[config.mk]
export PLATFORM = sky130hd
export DESIGN_NAME = serial_cmd_rx
export DESIGN_NICKNAME = d
export VERILOG_FILES = /design/src/rtl/scr_pkg.sv /design/src/rtl/scr_sync.sv /design/src/rtl/scr_shifter.sv /design/src/rtl/scr_tagger.sv /design/src/rtl/serial_cmd_rx.sv
export SDC_FILE = /design/constraint.sdc
export NUM_CORES = 1
export LEC_CHECK = 0
export ABC_AREA = 1
export CAP_MARGIN = 20
export CORE_UTILIZATION = 35
export CTS_BUF_LIST = sky130_fd_sc_hd__clkbuf_16
export DETAILED_ROUTE_END_ITERATION = 8
export DONT_BUFFER_PORTS = 1
export GPL_TIMING_DRIVEN = 0
export PLACE_DENSITY = 0.51
export SLEW_MARGIN = 0
export SYNTH_ARGS = -nofsm -noshare
export SYNTH_HDL_FRONTEND = slang
export SYNTH_SLANG_ARGS = --single-unit
[constraint.sdc]
create_clock -name clk -period 2.4 [get_ports clk]
set_input_delay 0.48 -clock clk [delete_from_list [all_inputs] [get_ports clk]]
set_output_delay 0.48 -clock clk [all_outputs]
set_load 0.02 [all_outputs]
[src/rtl/scr_pkg.sv]
package scr_pkg;

  localparam int BYTE_W   = 8;
  localparam int BITCNT_W = $clog2(BYTE_W);

  typedef logic [BYTE_W-1:0] byte_t;

  localparam byte_t WINDOW_PREFIX = 8'hE8;

  typedef enum logic [1:0] {
    RX_CMD   = 2'd0,
    RX_COUNT = 2'd1,
    RX_DATA  = 2'd2
  } rx_state_e;

  function automatic byte_t shift_in(byte_t cur, logic b);
    return {cur[BYTE_W-2:0], b};
  endfunction

  function automatic logic is_prefix(byte_t b);
    return b == WINDOW_PREFIX;
  endfunction

  function automatic logic window_open(byte_t count);
    return count != '0;
  endfunction

  function automatic logic window_last(byte_t remaining);
    return remaining == byte_t'(1);
  endfunction

  function automatic byte_t window_step(byte_t remaining);
    return remaining - byte_t'(1);
  endfunction

endpackage

[src/rtl/scr_sync.sv]
module scr_sync #(
  parameter int          STAGES  = 2,
  parameter int          W       = 4,
  parameter logic [W-1:0] RST_VAL = '0
) (
  input  logic         clk,
  input  logic         rst_n,
  input  logic [W-1:0] d_in,
  output logic [W-1:0] d_out
);

  generate
    for (genvar i = 0; i < STAGES; i++) begin : g_stg
      logic [W-1:0] q;
      if (i == 0) begin : g_first
        always_ff @(posedge clk or negedge rst_n) begin
          if (!rst_n) q <= RST_VAL;
          else        q <= d_in;
        end
      end else begin : g_next
        always_ff @(posedge clk or negedge rst_n) begin
          if (!rst_n) q <= RST_VAL;
          else        q <= g_stg[i-1].q;
        end
      end
    end
  endgenerate

  assign d_out = g_stg[STAGES-1].q;

endmodule

[src/rtl/scr_shifter.sv]
module scr_shifter
  import scr_pkg::*;
(
  input  logic  clk,
  input  logic  rst_n,
  input  logic  cs_act,
  input  logic  sck_lvl,
  input  logic  sdi_lvl,
  output logic  byte_done,
  output byte_t byte_val
);

  localparam logic [BITCNT_W-1:0] LAST_BIT = BITCNT_W'(BYTE_W - 1);

  logic                sck_prev;
  logic                sck_rise;
  logic [BITCNT_W-1:0] bit_cnt;
  byte_t               shreg;

  always_ff @(posedge clk or negedge rst_n) begin
    if (!rst_n) sck_prev <= 1'b0;
    else        sck_prev <= sck_lvl;
  end

  assign sck_rise = sck_lvl & ~sck_prev;

  always_ff @(posedge clk or negedge rst_n) begin
    if (!rst_n) begin
      bit_cnt <= '0;
      shreg   <= '0;
    end else if (!cs_act) begin
      bit_cnt <= '0;
      shreg   <= '0;
    end else if (sck_rise) begin
      shreg   <= shift_in(shreg, sdi_lvl);
      bit_cnt <= (bit_cnt == LAST_BIT) ? '0 : bit_cnt + 1'b1;
    end
  end

  assign byte_done = cs_act && sck_rise && (bit_cnt == LAST_BIT);
  assign byte_val  = shift_in(shreg, sdi_lvl);

  // deselect leaves the bit counter cleared
  a_r2_idle_clears: assert property (@(posedge clk) disable iff (!rst_n)
    !cs_act |=> (bit_cnt == '0));

  // each sampled rising edge advances the bit position by one
  a_r1_bit_step: assert property (@(posedge clk) disable iff (!rst_n)
    (cs_act && sck_rise && (bit_cnt != LAST_BIT)) |=> (bit_cnt == $past(bit_cnt) + 1'b1));

  // the MSB-first register takes the sampled bit into its low end
  a_r1_msb_first: assert property (@(posedge clk) disable iff (!rst_n)
    (cs_act && sck_rise) |=> (shreg[0] == $past(sdi_lvl)));

endmodule

[src/rtl/scr_tagger.sv]
module scr_tagger
  import scr_pkg::*;
(
  input  logic  clk,
  input  logic  rst_n,
  input  logic  cs_act,
  input  logic  four_wire,
  input  logic  dc_lvl,
  input  logic  byte_done,
  input  byte_t byte_val,
  output logic  out_valid,
  output logic  out_is_data,
  output byte_t out_byte
);

  rx_state_e state, nxt_state;
  byte_t     remaining, nxt_remaining;
  logic      fwd, fwd_data;

  always_comb begin
    nxt_state     = state;
    nxt_remaining = remaining;
    fwd           = 1'b0;
    fwd_data      = 1'b0;
    if (!cs_act) begin
      nxt_state     = RX_CMD;
      nxt_remaining = '0;
    end else if (byte_done) begin
      if (four_wire) begin
        fwd      = 1'b1;
        fwd_data = dc_lvl;
      end else begin
        unique case (state)
          RX_CMD: begin
            if (is_prefix(byte_val)) nxt_state = RX_COUNT;
            else                     fwd = 1'b1;
          end
          RX_COUNT: begin
            nxt_remaining = byte_val;
            nxt_state     = window_open(byte_val) ? RX_DATA : RX_CMD;
          end
          RX_DATA: begin
            fwd           = 1'b1;
            fwd_data      = 1'b1;
            nxt_remaining = window_step(remaining);
            if (window_last(remaining)) nxt_state = RX_CMD;
          end
          default: nxt_state = RX_CMD;
        endcase
      end
    end
  end

  always_ff @(posedge clk or negedge rst_n) begin
    if (!rst_n) begin
      state     <= RX_CMD;
      remaining <= '0;
    end else begin
      state     <= nxt_state;
      remaining <= nxt_remaining;
    end
  end

  always_ff @(posedge clk or negedge rst_n) begin
    if (!rst_n) begin
      out_valid   <= 1'b0;
      out_is_data <= 1'b0;
      out_byte    <= '0;
    end else begin
      out_valid <= fwd;
      if (fwd) begin
        out_is_data <= fwd_data;
        out_byte    <= byte_val;
      end
    end
  end

  // strobes last one clock
  a_r9_single_pulse: assert property (@(posedge clk) disable iff (!rst_n)
    out_valid |=> !out_valid);

  // deselect returns framing to command state
  a_r8_deselect_resets: assert property (@(posedge clk) disable iff (!rst_n)
    !cs_act |=> (state == RX_CMD));

  // the count byte never produces a strobe
  a_r5_count_silent: assert property (@(posedge clk) disable iff (!rst_n)
    (cs_act && byte_done && !four_wire && (state == RX_COUNT)) |=> !out_valid);

  // four-wire tag follows the type pin at completion
  a_r3_tag_from_pin: assert property (@(posedge clk) disable iff (!rst_n)
    (cs_act && byte_done && four_wire) |=> (out_valid && (out_is_data == $past(dc_lvl))));

  // last byte of a window hands control back to commands
  a_r6_window_tail: assert property (@(posedge clk) disable iff (!rst_n)
    (cs_act && byte_done && !four_wire && (state == RX_DATA) && window_last(remaining))
      |=> (state == RX_CMD));

endmodule

[src/rtl/serial_cmd_rx.sv]
module serial_cmd_rx
  import scr_pkg::*;
#(
  parameter int SYNC_STAGES = 2
) (
  input  logic              clk,
  input  logic              rst_n,
  input  logic              cs_n,
  input  logic              sck,
  input  logic              sdi,
  input  logic              dc_sel,
  input  logic              four_wire,
  output logic              out_valid,
  output logic              out_is_data,
  output logic [BYTE_W-1:0] out_byte
);

  localparam int PIN_W = 4;

  logic [PIN_W-1:0] pins_raw, pins_s;
  logic             cs_act, sck_s, sdi_s, dc_s;
  logic             byte_done;
  byte_t            byte_val;

  assign pins_raw = {cs_n, sck, sdi, dc_sel};

  scr_sync #(
    .STAGES (SYNC_STAGES),
    .W      (PIN_W),
    .RST_VAL(4'b1000)
  ) u_sync (
    .clk  (clk),
    .rst_n(rst_n),
    .d_in (pins_raw),
    .d_out(pins_s)
  );

  assign cs_act = ~pins_s[3];
  assign sck_s  = pins_s[2];
  assign sdi_s  = pins_s[1];
  assign dc_s   = pins_s[0];

  scr_shifter u_shift (
    .clk      (clk),
    .rst_n    (rst_n),
    .cs_act   (cs_act),
    .sck_lvl  (sck_s),
    .sdi_lvl  (sdi_s),
    .byte_done(byte_done),
    .byte_val (byte_val)
  );

  scr_tagger u_tag (
    .clk        (clk),
    .rst_n      (rst_n),
    .cs_act     (cs_act),
    .four_wire  (four_wire),
    .dc_lvl     (dc_s),
    .byte_done  (byte_done),
    .byte_val   (byte_val),
    .out_valid  (out_valid),
    .out_is_data(out_is_data),
    .out_byte   (out_byte)
  );

  // no byte completes while deselected
  a_r2_no_byte_idle: assert property (@(posedge clk) disable iff (!rst_n)
    !cs_act |-> !byte_done);

endmodule

==> results.md, run 1 <==
- Status: finished clean
- Post-DP Area: 0.00190 mm²
- Die width: 74.0 µm
- Share of post-route cells with drive strength above 1: 0.0841
- Total routed wirelength: 3580 µm
- Syn_nets: 228
- Yosys reg bits: 39
- DRT iter0 DRCs: 71
- First-pass GRT wire length: 6130 µm
- R2R depth: 8
- CP Class: flop to flop
- # DRC: 0
- RePlAce Congestion: 0.786
- Largest net degree at the start of global routing: 38
- Final min period: 1530 ps
- Drt wl/cell: 12.2 µm
- Final setup fails: 0
- Fmax: 652 MHz
- CP top delay family: simple AND/OR/NAND/NOR gates
- Post-DP HPWL: 2490 µm
- Total CTS buffers: 5
- Startpoint Class: flop
- Crit path largest cell delay: 390 ps
- Die height: 74.0 µm
- NumNets Final: 236
- Static Leak: 0.00106 µW
- Hold Worst Slack: 28.7 ps
- Number of global-route vias before repair: 1,270
- Die area: 0.00547 mm²
- CTS resizes: 0
- R2R setup slack: 870 ps
- Core area: 0.00485 mm²
- # port buffers: 0
- Detailed-route via count: 1,388
- Design Power: 1490 µW
- Reg2Reg Capture Point: u_tag.out_is_data
- I/O Pins: 17
- Critical path capture point type: flop
- Register area share after synthesis: 0.540
- Rel. slew slack: 0.539
- Synth Instances: 217
- Via/cell ratio: 4.74
- Final ANT Viol Nets: 0
- Initial core utilization: 0.374
- CP Cell Sequence: inv_1, nand2_1, inv_2, nor2_1, nand2_1, nand2_2, nand2_1, nand2_1
- Htree depth: 2
- Reg2reg start: u_tag.state[0]
- Reg clk slew, reported paths: 60 ps
- # fillers: 476
- Clk sink count: 39
- Synth warn: 0
- TNS Setup: 0 ps
- Gr usage total: 0.152
- Layout area overhead: 13.3%
- Max FO, Critical Path: 10
- Hold Crit Class: input pin to async pin
- CP Buf/Inv Count: 2
- Worst-margin pin slew: 686 ps
- Crit share post-route: 0.639
- CTS max path bufs: 2
- Distinct cells, synth: 22
- Post-route cell area: 0.00205 mm²
- Site Rows: 25
- Clk Latency, worst-skew pair: 280 ps
- Initial antenna violation count: 0
- DRT Pass-1 Iters: 4
- Root Buffer: clkbuf_16
- Ant. Diodes: 0
- PD cells: 724 mW/mm²
- CTS tree: built
- Crit path arrival time: 1700 ps
- Maximum vdd drop: 0.425 mV
- Worst Skew: 5.43 ps
- Total global routing overflow: 0
- RSZ-0062 raised after global routing: no
- Fin. Hold Viols: 0
- Synthesized cell area: 0.00181 mm²
- Syn_area_per_cell: 8.35 µm²
- Max Cap Viol: 0
- Pins Over Slew Limit: 0
- Slowest stage cell, crit path: dfrtp_1
- Most frequent CP cell: nand2_1
- Worst EP required: 2570 ps
[registers in the layout, summed over array words and instances, names as in the netlist, 2 cells and up]
| signal | count |
|---|---|
| u_shift.shreg | 7 |
| u_tag.out_byte | 8 |
| u_tag.remaining | 8 |
| u_sync.d_out | 4 |
| u_sync.g_stg.q | 4 |
| u_shift.bit_cnt | 3 |
| u_tag.state | 2 |
[logic make-up (layout without fill, tap and decap cells)]
| kind of cell | count (synthesis) | in the layout | share of synthesized area |
|---|---|---|---|
| adder cells (fa/ha/maj) | 4 | 4 | 0.0276 |
| AND/OR/NAND/NOR | 123 | 123 | 0.298 |
| buffers and inverters | 27 | 36 | 0.0587 |
| AO/OA/AOI/OAI | 23 | 23 | 0.0711 |
| flip-flops | 39 | 39 | 0.540 |
| XOR/XNOR | 1 | 1 | 0.00483 |
[synthesized netlist by cell type]
cell type / count / share of area
a31oi_1: 2 / 0.0069
o22ai_1: 9 / 0.031
inv_1: 23 / 0.048
nand3_1: 19 / 0.052
nor3_4: 1 / 0.0090
dfrtp_1: 37 / 0.51
nand3b_4: 1 / 0.011
nor2_1: 18 / 0.037
nand4_1: 4 / 0.014
inv_2: 2 / 0.0041
ha_1: 4 / 0.028
nand2_1: 75 / 0.16
nand2_2: 3 / 0.010
o21ai_0: 10 / 0.028
nor3_1: 1 / 0.0028
dfstp_2: 2 / 0.029
xnor2_1: 1 / 0.0048
buf_4: 1 / 0.0041
nor2_4: 1 / 0.0062
a21oi_1: 1 / 0.0028
o21ai_1: 1 / 0.0028
buf_2: 1 / 0.0028
[how the worst max path moves through the flow]
stage / startpoint / slack, ps / to / cells past startpoint
2_1_floorplan: u_shift.bit_cnt[0] / 1050 / u_tag.out_byte[0] / 8
3_3_place_gp: u_shift.bit_cnt[0] / 870 / u_tag.remaining[0] / 9
3_5_place_dp: u_tag.state[0] / 860 / u_tag.out_is_data / 8
4_1_cts: u_shift.bit_cnt[0] / 840 / u_tag.remaining[1] / 9
5_1_grt: u_tag.state[0] / 650 / u_tag.out_byte[0] / 8
6_report: u_tag.state[0] / 870 / u_tag.out_is_data / 8
[worst reg2reg max path, stage by stage, from the launching register on]
cell and delay, ps:
dfrtp_1 390, inv_1 90, nand2_1 70, inv_2 150, nor2_1 90, nand2_1 270
nand2_2 210, nand2_1 100, nand2_1 50
[final cells by class]
| class | count | area, µm² | area share |
|---|---|---|---|
| clock inverters | 3 | 12.5 | 0.00609 |
| multi-input cells | 151 | 728 | 0.354 |
| well taps | 67 | 83.8 | 0.0408 |
| repair buffers | 1 | 20.0 | 0.00974 |
| plain buffers | 2 | 12.5 | 0.00609 |
| inverters | 25 | 93.8 | 0.0457 |
| flip-flops and latches | 39 | 978 | 0.476 |
| clock buffers | 5 | 125 | 0.0609 |
[layer usage]
layer,GRT usage,routed length (µm),vias to the layer above
met4,0.0598,45,0
li1,-,-,722
met1,0.213,1810,637
met3,0.0528,156,4
met2,0.214,1560,25
met5,0,0,-
[report_power, final]
group | total, µW | switching (µW) | internal (µW) | leakage (µW)
clock network | 616 | 241 | 375 | 0.0000724
registers | 700 | 18.3 | 681 | 0.000519
logic | 173 | 122 | 51.2 | 0.000464
total | 1490 | 381 | 1110 | 0.00106
[stage by stage]
| step | std cells | util | worst slack, ps |
|---|---|---|---|
| floorplan | 217 | - | 1050 |
| global placement | 284 | 0.391 | 871 |
| global route | 293 | 0.424 | 645 |
| finish | 293 | 0.424 | 866 |
| CTS | 293 | 0.424 | 844 |
| detailed placement | 284 | 0.391 | 857 |
[placed cells by master (no fill, tap or decap), drive strengths merged, types with 2 or more instances in the layout]
cell / netlist / final
nand2: 78 / 78
dfrtp: 37 / 37
inv: 25 / 26
nand3: 19 / 19
nor2: 19 / 19
o21ai: 11 / 11
o22ai: 9 / 9
clkbuf: 0 / 5
nand4: 4 / 4
ha: 4 / 4
buf: 2 / 3
a31oi: 2 / 2
dfstp: 2 / 2
nor3: 2 / 2
clkinv: 0 / 2
[timing repair]
action,CTS,global route
setup buffers,0,0
hold endpoints to repair,37,0
hold buffers,1,0
No activity file was read; power rests on OpenSTA's default activity.
==> run 2: changes to the inputs <==
--- a/config.mk
+++ b/config.mk
@@ -12,7 +12,7 @@
 export DETAILED_ROUTE_END_ITERATION = 8
 export DONT_BUFFER_PORTS = 1
 export GPL_TIMING_DRIVEN = 0
-export PLACE_DENSITY = 0.51
+export PLACE_DENSITY = 0.53
 export SLEW_MARGIN = 0
 export SYNTH_ARGS = -nofsm -noshare
 export SYNTH_HDL_FRONTEND = slang
==> constraint.sdc (replaced) <==
create_clock -name clk -period 1.4 [get_ports clk]
set_input_delay 0.28 -clock clk [delete_from_list [all_inputs] [get_ports clk]]
set_output_delay 0.28 -clock clk [all_outputs]
set_load 0.02 [all_outputs]
==> results.md, run 2 (synthesis gave the netlist of run 1 again) <==
- NumNets Final: 246 (+4.2%)
- Rel. slew slack: 0.728 (+0.189)
- R2R depth: 9 (+1)
- Via/cell ratio: 4.70 (-0.86%)
- Reg clk slew, reported paths: 60 ps (about the same)
- Initial core utilization: 0.374 (unchanged)
- RePlAce Congestion: 0.850 (+8.0%)
- Detailed-route via count: 1,423 (+2.5%)
- RSZ-0062 raised after global routing: yes
- Slowest stage cell, crit path: dfrtp_1
- Number of global-route vias before repair: 1,385 (+9.1%)
- Crit share post-route: 0.978 (+0.339)
- Site Rows: 25 (unchanged)
- Htree depth: 2 (unchanged)
- Sequential power share: 0.422 (-0.048)
- I/O Pins: 17 (unchanged)
- PD cells: 1260 mW/mm² (+74%)
- Static Leak: 0.00113 µW (+6.9%)
- Share of post-route cells with drive strength above 1: 0.195 (+0.111)
- CTS max path bufs: 2 (unchanged)
- Post-DP HPWL: 2540 µm (+2.0%)
- First-pass GRT wire length: 6510 µm (+6.2%)
- CP top delay family: simple AND/OR/NAND/NOR gates
- Gr usage total: 0.161 (+0.00921)
- Initial antenna violation count: 0 (unchanged)
- Crit path arrival time: 1590 ps (-110 ps)
- Reg2Reg Capture Point: u_tag.remaining[0]
- CTS tree: built
- Worst EP required: 1620 ps (-950 ps)
- Max FO, Critical Path: 8 (-2)
- CP Class: flop to flop
- Max Cap Viol: 0 (unchanged)
- DRT Pass-1 Iters: 4 (unchanged)
- Ant. Diodes: 0 (unchanged)
- # DRC: 0 (unchanged)
- Largest net degree at the start of global routing: 40 (+5.3%)
- Core Util, Final: 0.466 (+0.0418)
- Fmax: 730 MHz (+12%)
- CP Cell Sequence: ha_4, ha_4, inv_4, nor2_4, nand2_2, nor3_4, buf_12, nand2_2, nand2_2
- Startpoint Class: flop
- CP Buf/Inv Count: 2 (unchanged)
- Most frequent cells in the layout: 67 x nand2_1, 37 x dfrtp_1, 22 x inv_1
- Final ANT Viol Nets: 0 (unchanged)
- Crit path largest cell delay: 400 ps (about the same)
- Switch share: 0.255 (-0.00120)
- # port buffers: 0 (unchanged)
- Fin. Hold Viols: 0 (unchanged)
- Status: finished clean
- Commonest non-fill, non-tap cell in the layout: nand2_1
- Maximum vdd drop: 0.833 mV (+96%)
- Int Power: 2120 µW (+91%)
- Total routed wirelength: 3850 µm (+7.7%)
- Comb pwr share: 0.133 (+0.017)
- Final setup fails: 0 (unchanged)
- Clk sink count: 39 (unchanged)
- Switching power: 723 µW (+90%)
- Final min period: 1370 ps (-165 ps)
- Reg2reg start: u_shift.bit_cnt[0]
- Pre-CTS setup slack: -120 ps (-978 ps)
- Clk pwr share: 0.445 (+0.031)
- Top Registers: u_tag.out_byte x8, u_tag.remaining x8, u_shift.shreg x7
- Hold Crit Class: input pin to flop
- Die height: 74.0 µm (unchanged)
- DRT iter0 DRCs: 88 (+24%)
- Layout area overhead: 24.5%
- PnR worst setup slack: 30.8 ps (-835 ps)
- R2R setup slack: 30 ps (-840 ps)
- Total global routing overflow: 0 (unchanged)
- Min-Delay Endpoint: u_sync.g_stg[0].q[0]
- Pins Over Slew Limit: 0 (unchanged)
- Clk Latency, worst-skew pair: 280 ps (about the same)
- Worst Hold Depth: 0
- Core area: 0.00485 mm² (unchanged)
- Most frequent CP cell: nand2_2
- Hold_sp: dc_sel
- Root Buffer: clkbuf_16
- Drt wl/cell: 12.7 µm (+4.1%)
- Critical path capture point type: flop
- Total CTS buffers: 5 (unchanged)
- Worst Skew: 1.76 ps (-3.68 ps)
- Worst-margin pin slew: 408 ps (-279 ps)
- Die width: 74.0 µm (unchanged)
- # fillers: 472 (-0.84%)
- Die area: 0.00547 mm² (unchanged)
[run 2: changes by cell type in the layout (fill, tap and decap cells not counted), sizes merged]
cell	delta
bufinv	+1
nand2	+2
clkbuf	+1
inv	-1
buf	+5
dlygate4sd3	+2
[run 2: layout make-up]
type / count / area [µm²] / area share
Clock buffer: 5 / 125 / 0.0554
Tap cell: 67 / 83.8 / 0.0371
Timing Repair Buffer: 9 / 97.6 / 0.0432
Inverter: 25 / 96.3 / 0.0427
Sequential cell: 39 / 978 / 0.433
Clock inverter: 3 / 38.8 / 0.0172
Buffer: 2 / 15.0 / 0.00665
Multi-Input combinational cell: 153 / 822 / 0.364
[run 2: layer usage]
| metal | track usage | routed length, µm |
|---|---|---|
| met1 | 0.224 | 1940 |
| met2 | 0.229 | 1730 |
| met3 | 0.0461 | 110 |
| met4 | 0.0791 | 70 |
| met5 | 0 | 0 |
[run 2: how the worst max path moves through the flow]
stage / from / endpoint / depth (start not counted)
final: u_shift.bit_cnt[0] / u_tag.remaining[0] / 9
after global routing: u_shift.bit_cnt[0] / u_tag.remaining[0] / 9
after CTS: u_shift.bit_cnt[0] / u_tag.remaining[1] / 9
after detailed placement: u_tag.state[0] / u_tag.out_byte[4] / 8
after global placement: u_shift.bit_cnt[0] / u_tag.remaining[0] / 9
after floorplan: u_shift.bit_cnt[0] / u_tag.out_byte[0] / 8
[run 2: power groups by stage]
| stage | registers, µW | logic [µW] | clock network, µW |
|---|---|---|---|
| after floorplan | 1210 | 218 | 0 |
| after global placement | 1220 | 271 | 0 |
| after detailed placement | 1220 | 270 | 0 |
| after CTS | 1200 | 349 | 1290 |
| after global routing | 1200 | 433 | 1340 |
| final | 1200 | 378 | 1260 |
[run 2: repair_timing]
action | 4_1_cts | 5_1_grt
hold buffers | 3 | 0
setup endpoints to repair | 22 | 30
endpoints found under the hold margin | 40 | 0
buffers inserted | 6 | 0
cloned | 1 | 1
gates resized for setup | 14 | 16
pin swaps | 5 | 7
[run 2: stage by stage]
stage | instances | setup TNS (ps) | area [µm²] | hold slack, ps | total power, µW
2_1_floorplan | 217 | 0 | 1810 | -15.6 | 1430
5_1_grt | 303 | -496 | 2260 | 14.5 | 2980
3_5_place_dp | 284 | -2000 | 1900 | -14.1 | 1490
6_report | 303 | 0 | 2260 | 22.6 | 2840
4_1_cts | 302 | -45.2 | 2200 | 19.9 | 2830
3_3_place_gp | 284 | -2100 | 1900 | -14.3 | 1490
==> run 3: changes to the inputs <==
--- a/config.mk
+++ b/config.mk
@@ -7,12 +7,14 @@
 export LEC_CHECK = 0
 export ABC_AREA = 1
 export CAP_MARGIN = 20
+export CELL_PAD_IN_SITES_DETAIL_PLACEMENT = 1
+export CELL_PAD_IN_SITES_GLOBAL_PLACEMENT = 1
 export CORE_UTILIZATION = 35
 export CTS_BUF_LIST = sky130_fd_sc_hd__clkbuf_16
 export DETAILED_ROUTE_END_ITERATION = 8
 export DONT_BUFFER_PORTS = 1
 export GPL_TIMING_DRIVEN = 0
-export PLACE_DENSITY = 0.53
+export PLACE_DENSITY = 0.65
 export SLEW_MARGIN = 0
 export SYNTH_ARGS = -nofsm -noshare
 export SYNTH_HDL_FRONTEND = slang
==> results.md, run 3 (synthesis gave the netlist of run 1 again) <==
- Status: finished clean
- CTS tree: built
- Max Cap Viol: 0 (unchanged)
- DRT iter0 DRCs: 103 (+17%)
- I/O Pins: 17 (unchanged)
- Crit path largest cell delay: 350 ps (-50 ps)
- Clk Latency, worst-skew pair: 280 ps (about the same)
- Reg clk slew, reported paths: 60 ps (about the same)
- Final ANT Viol Nets: 0 (unchanged)
- First-pass GRT wire length: 7420 µm (+14%)
- Crit share post-route: 0.991 (+0.0128)
- # fillers: 574 (+22%)
- Reg area: 978 µm² (unchanged)
- Static Leak: 0.00116 µW (+2.5%)
- Total global routing overflow: 0 (unchanged)
- CP top delay family: simple AND/OR/NAND/NOR gates
- RePlAce Congestion: 0.761 (-10%)
- Via/cell ratio: 4.99 (+6.3%)
- Most frequent cells in the layout: 71 x nand2_1, 37 x dfrtp_1, 22 x inv_1
- Core area: 0.00485 mm² (unchanged)
- RSZ-0062 raised after global routing: yes
- Startpoint Class: flop
- # DRC: 0 (unchanged)
- Htree depth: 2 (unchanged)
- Crit path arrival time: 1600 ps (about the same)
- Gr usage total: 0.186 (+0.0249)
- Drt wl/cell: 15.0 µm (+18%)
- Detailed-route via count: 1,538 (+8.1%)
- CP Class: flop to flop
- Number of global-route vias before repair: 1,524 (+10%)
- Top Registers: u_tag.out_byte x8, u_tag.remaining x8, u_shift.shreg x7
- Fmax: 721 MHz (-1.3%)
- Fin. Hold Viols: 0 (unchanged)
- Root Buffer: clkbuf_16
- Share of post-route cells with drive strength above 1: 0.199 (+0.00425)
- Clk sink count: 39 (unchanged)
- Die height: 74.0 µm (unchanged)
- Rel. slew slack: 0.689 (-0.0395)
- Total CTS buffers: 5 (unchanged)
- Initial antenna violation count: 0 (unchanged)
- Area of the multi-input gates: 801 µm² (-2.6%)
- Critical path capture point type: flop
- Worst-margin pin slew: 467 ps (+59.3 ps)
- Layout area overhead: 26.2%
- Worst Skew: 5.21 ps (+3.45 ps)
- Ant. Diodes: 0 (unchanged)
- CP Cell Sequence: ha_2, ha_4, inv_4, nor2_4, nand2_2, nor3_4, buf_12, nand2_2, nand2_1
- PD cells: 1260 mW/mm² (about the same)
- Post-DP HPWL: 2930 µm (+15%)
- Initial core utilization: 0.374 (unchanged)
- Site Rows: 25 (unchanged)
- DRT Pass-1 Iters: 4 (unchanged)
- Final setup fails: 0 (unchanged)
- CTS max path bufs: 2 (unchanged)
- Maximum vdd drop: 0.712 mV (-15%)
- Largest net degree at the start of global routing: 40 (unchanged)
- Most frequent CP cell: nand2_2
- Hold Crit Class: input pin to flop
- CP Buf/Inv Count: 2 (unchanged)
- Max FO, Critical Path: 8 (unchanged)
- Dpl cells: 284 (unchanged)
- TNS Setup: 0 ps (unchanged)
- NumNets Final: 251 (+2.0%)
- # port buffers: 0 (unchanged)
- Pins Over Slew Limit: 0 (unchanged)
- Worst EP required: 1620 ps (about the same)
- Pre-CTS setup slack: -150 ps (-29.8 ps)
- Commonest non-fill, non-tap cell in the layout: nand2_1
- Core Util, Final: 0.472 (+0.00645)
- Die width: 74.0 µm (unchanged)
- Final min period: 1390 ps (+17.9 ps)
- Final cell count without fillers: 308 (+1.7%)
- Slowest stage cell, crit path: dfrtp_1
- PnR worst setup slack: 12.8 ps (-17.9 ps)
- Die area: 0.00547 mm² (unchanged)
- Total routed wirelength: 4610 µm (+20%)
## run 3: area by class of cell
| type | count | share of cell area |
|---|---|---|
| buffer | 2 | 0.00656 |
| clock buffer | 5 | 0.0547 |
| clock inverter | 3 | 0.0191 |
| inverter | 25 | 0.0432 |
| multi-input combinational | 152 | 0.350 |
| sequential | 39 | 0.428 |
| tap | 67 | 0.0366 |
| timing repair buffer | 15 | 0.0623 |
## run 3: stage by stage
step	area (µm²)	hold WS, ps	power, µW
finish	2290	25.4	2880
global route	2290	12.2	3020
CTS	2210	17.2	2900
detailed placement	1900	-14.4	1500
global placement	1900	-14.4	1490
floorplan	1810	-15.6	1430
## run 3: layer usage
layer	up-vias	track usage	wire length, µm
li1	748	-	-
met1	755	0.249	2120
met2	28	0.291	2250
met3	7	0.0474	177
met4	0	0.0705	65
met5	-	0	0
## run 3: power breakdown
group	switching, µW	total [µW]	internal (µW)	leakage, µW
Clock	456	1300	840	0.0000838
Sequential	29.7	1200	1170	0.000519
Combinational	268	386	117	0.000553
## run 3: timing repair
item,4_1_cts,5_1_grt
resized for setup,18,9
endpoints found under the setup margin,30,20
cloned,1,0
hold buffers,3,0
buffers inserted,5,7
hold endpoints to repair,40,0
pin swaps,9,5
## run 3: path summary, 6_finish.rpt
path | depth (start not counted) | slack [ps] | to | startpoint
worst max-delay path | 9 | 10 | u_tag.remaining[0] | u_shift.bit_cnt[0]
worst min-delay path | 0 | 30 | u_sync.g_stg[0].q[0] | dc_sel
worst max register to register | 9 | 10 | u_tag.remaining[0] | u_shift.bit_cnt[0]
worst min register to register | 0 | 350 | u_sync.d_out[1] | u_sync.g_stg[0].q[1]
max in group asynchronous | 2 | 700 | u_sync.d_out[3] | rst_n
min in group asynchronous | 2 | 440 | u_tag.remaining[1] | rst_n
## run 3: worst reg2reg max path, delay by kind of cell (launching register included)
kind,cells,cell delay (ps)
buffers and inverters,2,190
AND/OR/NAND/NOR,5,430
adder cells (fa/ha/maj),2,350
flip-flops,1,350
